### src/rtl/wdt_pkg.sv
package wdt_pkg;
    localparam int BYTE_W  = 8;
    localparam int N_BYTES = 3;
    localparam int CNT_W   = BYTE_W * N_BYTES;
    localparam int SEL_W   = $clog2(N_BYTES + 1);

    localparam logic [SEL_W-1:0]  SEL_CTRL = '0;
    localparam logic [SEL_W-1:0]  SEL_LOW  = SEL_W'(N_BYTES);

    localparam logic [BYTE_W-1:0] KEY_FIRST  = 8'h55;
    localparam logic [BYTE_W-1:0] KEY_SECOND = 8'hAA;
    localparam logic [BYTE_W-1:0] STOP_OFF   = 8'h81;
    localparam logic [BYTE_W-1:0] STOP_ON    = 8'h00;

    localparam int BIT_TMO  = 7;
    localparam int BIT_STOP = 6;
    localparam int BIT_SDIS = 0;

    typedef enum logic [1:0] {
        UL_IDLE = 2'd0,
        UL_KEY1 = 2'd1,
        UL_OPEN = 2'd2
    } unlock_e;

    typedef struct packed {
        logic tmo;
        logic stopped;
    } flags_t;

    typedef struct packed {
        logic rst;
        logic smr;
        logic irq;
    } req_t;

    function automatic logic [CNT_W-1:0] eff_load(input logic [CNT_W-1:0] v);
        return (v == '0) ? '1 : v;
    endfunction
endpackage

### src/rtl/wdt_unlock.sv
module wdt_unlock
    import wdt_pkg::*;
(
    input  logic              clk,
    input  logic              rst,
    input  logic              wr_en,
    input  logic [SEL_W-1:0]  wr_sel,
    input  logic [BYTE_W-1:0] wr_data,
    output logic              open,
    output logic              stop_dis
);
    unlock_e st_q;
    logic    to_ctl;

    assign to_ctl = (wr_sel == SEL_CTRL);
    assign open   = (st_q == UL_OPEN);

    always_ff @(posedge clk) begin
        if (rst) begin
            st_q     <= UL_IDLE;
            stop_dis <= 1'b0;
        end else if (wr_en) begin
            case (st_q)
                UL_IDLE: st_q <= (to_ctl && wr_data == KEY_FIRST) ? UL_KEY1 : UL_IDLE;
                UL_KEY1: st_q <= (to_ctl && wr_data == KEY_SECOND) ? UL_OPEN : UL_IDLE;
                UL_OPEN: begin
                    if (to_ctl) begin
                        if (wr_data == STOP_OFF)     stop_dis <= 1'b1;
                        else if (wr_data == STOP_ON) stop_dis <= 1'b0;
                        st_q <= UL_IDLE;
                    end else if (wr_sel == SEL_LOW) begin
                        st_q <= UL_IDLE;
                    end
                end
                default: st_q <= UL_IDLE;
            endcase
        end
    end
endmodule

### src/rtl/wdt_reload_bank.sv
module wdt_reload_bank
    import wdt_pkg::*;
#(
    parameter logic [CNT_W-1:0] RST_VAL = 24'h000400
) (
    input  logic              clk,
    input  logic              rst,
    input  logic              wr_en,
    input  logic              open,
    input  logic [SEL_W-1:0]  wr_sel,
    input  logic [BYTE_W-1:0] wr_data,
    output logic [CNT_W-1:0]  reload
);
    for (genvar i = 0; i < N_BYTES; i++) begin : g_byte
        localparam logic [SEL_W-1:0] MY_SEL = SEL_W'(N_BYTES - i);
        logic [BYTE_W-1:0] byte_q;
        always_ff @(posedge clk) begin
            if (rst)
                byte_q <= RST_VAL[i*BYTE_W +: BYTE_W];
            else if (wr_en && open && wr_sel == MY_SEL)
                byte_q <= wr_data;
        end
        assign reload[i*BYTE_W +: BYTE_W] = byte_q;
    end
endmodule

### src/rtl/wdt_downcount.sv
module wdt_downcount
    import wdt_pkg::*;
#(
    parameter logic [CNT_W-1:0] RST_VAL = 24'h000400
) (
    input  logic             clk,
    input  logic             rst,
    input  logic             run,
    input  logic             refresh,
    input  logic [CNT_W-1:0] reload,
    output logic             expire
);
    logic [CNT_W-1:0] cnt_q;
    logic [CNT_W-1:0] load_v;

    assign load_v = eff_load(reload);
    assign expire = run && !refresh && (cnt_q == CNT_W'(1));

    always_ff @(posedge clk) begin
        if (rst)
            cnt_q <= eff_load(RST_VAL);
        else if (refresh)
            cnt_q <= load_v;
        else if (run)
            cnt_q <= (cnt_q == CNT_W'(1)) ? load_v : cnt_q - CNT_W'(1);
    end
endmodule

### src/rtl/wdt_events.sv
module wdt_events
    import wdt_pkg::*;
(
    input  logic   clk,
    input  logic   rst,
    input  logic   expire,
    input  logic   stop_mode,
    input  logic   irq_mode,
    input  logic   int_en,
    input  logic   rd_en,
    output flags_t flags,
    output req_t   req
);
    flags_t flags_d;
    req_t   req_d;

    always_comb begin
        flags_d = rd_en ? '0 : flags;
        if (expire && !irq_mode) begin
            flags_d.tmo = 1'b1;
            if (stop_mode) flags_d.stopped = 1'b1;
        end
        req_d.rst = expire && !irq_mode && !stop_mode;
        req_d.smr = expire && stop_mode;
        req_d.irq = expire && irq_mode && int_en;
    end

    always_ff @(posedge clk) begin
        if (rst) begin
            flags <= '0;
            req   <= '0;
        end else begin
            flags <= flags_d;
            req   <= req_d;
        end
    end
endmodule

### src/rtl/wdt_ctrl.sv
module wdt_ctrl
    import wdt_pkg::*;
#(
    parameter logic [CNT_W-1:0] RELOAD_RST = 24'h000400
) (
    input  logic              clk,
    input  logic              rst,
    input  logic              wr_en,
    input  logic [SEL_W-1:0]  wr_sel,
    input  logic [BYTE_W-1:0] wr_data,
    input  logic              rd_en,
    output logic [BYTE_W-1:0] rd_data,
    input  logic              refresh,
    input  logic              stop_mode,
    input  logic              irq_mode,
    input  logic              int_en,
    output logic              rst_req,
    output logic              smr_req,
    output logic              irq_req
);
    logic             open;
    logic             stop_dis;
    logic [CNT_W-1:0] reload;
    logic             expire;
    flags_t           flags;
    req_t             req;

    wdt_unlock u_unlock (
        .clk(clk), .rst(rst), .wr_en(wr_en), .wr_sel(wr_sel),
        .wr_data(wr_data), .open(open), .stop_dis(stop_dis)
    );

    wdt_reload_bank #(.RST_VAL(RELOAD_RST)) u_bank (
        .clk(clk), .rst(rst), .wr_en(wr_en), .open(open),
        .wr_sel(wr_sel), .wr_data(wr_data), .reload(reload)
    );

    wdt_downcount #(.RST_VAL(RELOAD_RST)) u_cnt (
        .clk(clk), .rst(rst), .run(!(stop_mode && stop_dis)),
        .refresh(refresh), .reload(reload), .expire(expire)
    );

    wdt_events u_evt (
        .clk(clk), .rst(rst), .expire(expire), .stop_mode(stop_mode),
        .irq_mode(irq_mode), .int_en(int_en), .rd_en(rd_en),
        .flags(flags), .req(req)
    );

    always_comb begin
        rd_data           = '0;
        rd_data[BIT_TMO]  = flags.tmo;
        rd_data[BIT_STOP] = flags.stopped;
        rd_data[BIT_SDIS] = stop_dis;
    end

    assign rst_req = req.rst;
    assign smr_req = req.smr;
    assign irq_req = req.irq;
endmodule

### config.mk
export PLATFORM = sky130hd
export DESIGN_NAME = wdt_ctrl
export DESIGN_NICKNAME = d
export VERILOG_FILES = /design/src/rtl/wdt_pkg.sv /design/src/rtl/wdt_unlock.sv /design/src/rtl/wdt_reload_bank.sv /design/src/rtl/wdt_downcount.sv /design/src/rtl/wdt_events.sv /design/src/rtl/wdt_ctrl.sv
export SDC_FILE = /design/constraint.sdc
export NUM_CORES = 1
export LEC_CHECK = 0
export BUFFER_PORTS_ARGS = -buffer_cell sky130_fd_sc_hd__buf_4
export CORE_ASPECT_RATIO = 0.75
export CORE_MARGIN = 1
export CORE_UTILIZATION = 35
export DETAILED_ROUTE_END_ITERATION = 10
export HOLD_SLACK_MARGIN = 0.02
export PLACE_DENSITY = 0.56
export RECOVER_POWER = 25
export SYNTH_ARGS = -nofsm -noshare
export SYNTH_HDL_FRONTEND = slang
export SYNTH_HIERARCHICAL = 1
export SYNTH_SLANG_ARGS = --single-unit
### constraint.sdc
create_clock -name clk -period 5.7 [get_ports clk]
set_clock_uncertainty 0.05 [all_clocks]
set_input_delay 1.14 -clock clk [delete_from_list [all_inputs] [get_ports clk]]
set_output_delay 1.14 -clock clk [all_outputs]
set_load 0.01 [all_outputs]
==> flow_metrics.env <==
export IMPL_vias=2685
export IMPL_grt_pass1_vias=2485
export IMPL_initial_core_util=0.3701
export IMPL_power_mw=0.8315
export IMPL_ctsResizeCount=0
export IMPL_whs_path_depth=2
export IMPL_dp_cells=463
export IMPL_crit_slowest_cell="clkbuf_1"
export IMPL_drv_cap=1
export IMPL_ys_seq_area_frac=0.3493
export IMPL_power_density_mw_per_mm2=237.3
export IMPL_pwr_share_clk=0.379
export IMPL_end_kind="register"
export IMPL_vdd_drop_max_mv=0.1062
export IMPL_synth_edf_count=0
export IMPL_first_iter_violations=215
export IMPL_cts_root_buf="clkbuf_16"
export IMPL_die_h_um=84.93
export IMPL_global_route_overflow_total=0
export IMPL_netlist_area_mm2=0.003209
export IMPL_seq_power_share=0.493
export IMPL_cts_sinks=56
export IMPL_setup_viol=0
export IMPL_avgSynthCellArea_um2=9.066
export IMPL_fill_cells=895
export IMPL_critPathMaxFanout=66
export IMPL_numCtsBuffers=5
export IMPL_grt_antenna_before_repair=0
export IMPL_status="complete, but fails checks"
export IMPL_routed_wl_mm=8.286
export IMPL_switchingPower_mw=0.2234
export IMPL_cts_hold_fix_buffers=0
export IMPL_path_cells="clkbuf_1 -> nor2_1 -> nand2_1 -> o32ai_2"
export IMPL_coreArea_mm2=0.008672
export IMPL_port_buffers=23
export IMPL_whs_ns=0.4270
export IMPL_ys_warn_count=6
export IMPL_regArea_mm2=0.001121
export IMPL_cpPeakStageDelay_ns=1.76
export IMPL_cts_buffer_depth=2
export IMPL_hold_viol_final=0
export IMPL_violations="max-capacitance violations, max-slew violations"
export IMPL_worst_slew_pin_slew_ns=2.535
export IMPL_drive_gt1_frac=0.1157
export IMPL_post_place_ws_ns=2.637
export IMPL_final_cells=471
export IMPL_firstDrtPassIters=4
export IMPL_ys_ff_latch=56
export IMPL_num_rows=29
export IMPL_ys_flop_type="dfxtp_1"
export IMPL_start_kind="input pin"
export IMPL_setup_slack_ns=2.061
export IMPL_post_cts_buffers=0
export IMPL_dieArea_mm2=0.009561
export IMPL_die_w_um=112.6
export IMPL_clk_pin_slew_ns=0.07
export IMPL_routabilityCongestion=0.8469
export IMPL_multi_input_area_mm2=0.001923
export IMPL_syn_inst=354
export IMPL_insertion_delay_ns=0.30
export IMPL_io_pins=29
export IMPL_crit_type="in -> reg"
export IMPL_vias_per_cell=5.701
export IMPL_cts_htree_levels=2
export IMPL_hp_class="reg -> reg"
export IMPL_swShare=0.2686
export IMPL_cp_startpoint="rst"
export IMPL_drc=0
export IMPL_required_ns=5.74
export IMPL_async_reset_ff_frac=0
export IMPL_reg2regPathDepth=5
export IMPL_grt_first_pass_wirelength_mm=13.39
export IMPL_cp_data_arrival_time_ns=3.68
export IMPL_cts_tree="yes"
export IMPL_post_route_period_util=0.6384
export IMPL_area_growth_pct=9.201
export IMPL_p_leak_nw=1.318
export IMPL_internal_power_mw=0.6082
export IMPL_maxSlewHeadroom=-0.6903
export IMPL_fin_nets=382
export IMPL_pwr_share_comb=0.128
export IMPL_setup_tns_ns=0
export IMPL_min_period_ns=3.639
export IMPL_rsz0062_at_grt="no"
export IMPL_dp_hpwl_mm=5.897
export IMPL_drtAntennaViolNets=0
export IMPL_grt_max_degree=67
export IMPL_maxSlewViolCount=67
export IMPL_r2r_start="u_cnt/cnt_q[11]$_SDFFE_PP0P_"
export IMPL_avgRoutedWirePerCell_um=17.59
export IMPL_max_freq_mhz=274.8
export IMPL_gr_usage_all_layers=0.1799
export IMPL_synth_cell_types=66
export IMPL_diodes=0
export IMPL_holdCritStartpoint="u_evt/flags[0]$_SDFF_PP0_"
sequential cells by signal, summed over array words and instances, names as in the netlist:
name and count:
u_cnt/cnt_q 24, u_evt/req 3, u_bank/g_byte.byte_q 24, u_unlock/st_q 2, u_evt/flags 2, u_unlock/stop_dis 1
cell usage in the layout, fill, tap and decap left out, drive strengths merged, types with 9 or more instances in the layout:
cell type / count
nor4: 14
a21oi: 16
nand2: 13
clkbuf: 10
nand4: 9
nand3: 9
nand2b: 37
buf: 19
o21ai: 15
dfxtp: 56
nor2: 20
nor3: 12
mux2i: 27
power groups by stage:
| stage | registers, mW | clock network [mW] | logic (mW) |
|---|---|---|---|
| final | 0.410 | 0.315 | 0.107 |
| after global routing | 0.411 | 0.340 | 0.118 |
| after CTS | 0.409 | 0.321 | 0.105 |
| after detailed placement | 0.419 | 0 | 0.104 |
| after global placement | 0.419 | 0 | 0.105 |
| after floorplan | 0.415 | 0 | 0.0779 |
synth_stat cells, drive strengths merged (2+ instances only):
library cell,number,share of area
nor3,12,0.019
and4bb,2,0.0078
o21bai,4,0.0094
buf,16,0.035
o31a,2,0.0055
inv,6,0.0070
and3,2,0.0039
o22ai,6,0.012
nor4b,5,0.019
or4,3,0.0070
and2,2,0.0039
nor2,20,0.023
nand2,13,0.015
a211oi,6,0.016
and4b,4,0.012
a31oi,6,0.012
a31o,2,0.0082
nand3,9,0.014
or3,2,0.0039
dfxtp,56,0.35
ha,2,0.0078
o21ai,15,0.023
nor4,14,0.045
xor2,6,0.016
nand3b,4,0.0094
o32ai,3,0.011
a21oi,16,0.025
nand4b,3,0.0082
a22oi,5,0.012
nand2b,37,0.072
nand4,9,0.019
mux2i,27,0.084
clkbuf,10,0.012
and4,4,0.011
critical path: cells and delay by family:
family | cells | cell delay [ns]
compound gates | 1 | 0.11
buf+inv | 1 | 1.76
simple gates | 2 | 0.63
layer usage:
layer,track usage,vias up,part of all wire
met3,0.03429,7,0.042
met4,0.04364,0,0.0094
met1,0.2739,1295,0.54
met5,0,-,0
met2,0.2570,51,0.41
li1,-,1332,-
through the flow:
step,instance area [um2],util
after floorplan,3224,-
after global placement,3381,0.3898
after detailed placement,3381,0.3898
after CTS,3526,0.4066
after global routing,3505,0.4041
final,3505,0.4041
kinds of logic (layout without fill, tap and decap cells):
kind of cell | count (synthesis) | in the layout | synth area share
AOI/OAI and AO/OA | 77 | 77 | 0.1696
xor gates and xnor gates | 7 | 7 | 0.01910
adders and majority gates | 2 | 2 | 0.007796
buffers and inverters | 32 | 37 | 0.05419
DFF | 56 | 56 | 0.3493
muxes | 28 | 28 | 0.08772
other | 1 | 5 | 0.001168
and+or+nand+nor | 151 | 151 | 0.3111
path summary, 6_finish.rpt:
check	to	slack, ns
setup / recovery	u_cnt/cnt_q[7]$_SDFFE_PP0P_	2.06
hold / removal	u_evt/flags[0]$_SDFF_PP0_	0.43
setup reg to reg	u_evt/req[2]$_SDFF_PP0_	3.03
hold reg to reg	u_evt/flags[0]$_SDFF_PP0_	0.43
final cells by class:
type / instances / area share
multi-input cells: 270 / 0.5487
clock inverters: 2 / 0.004641
well taps: 108 / 0.03856
clock buffers: 6 / 0.03677
flip-flops and latches: 56 / 0.3199
inverters: 6 / 0.006426
repair buffers: 23 / 0.04498
(Power assumes the default switching activity.)
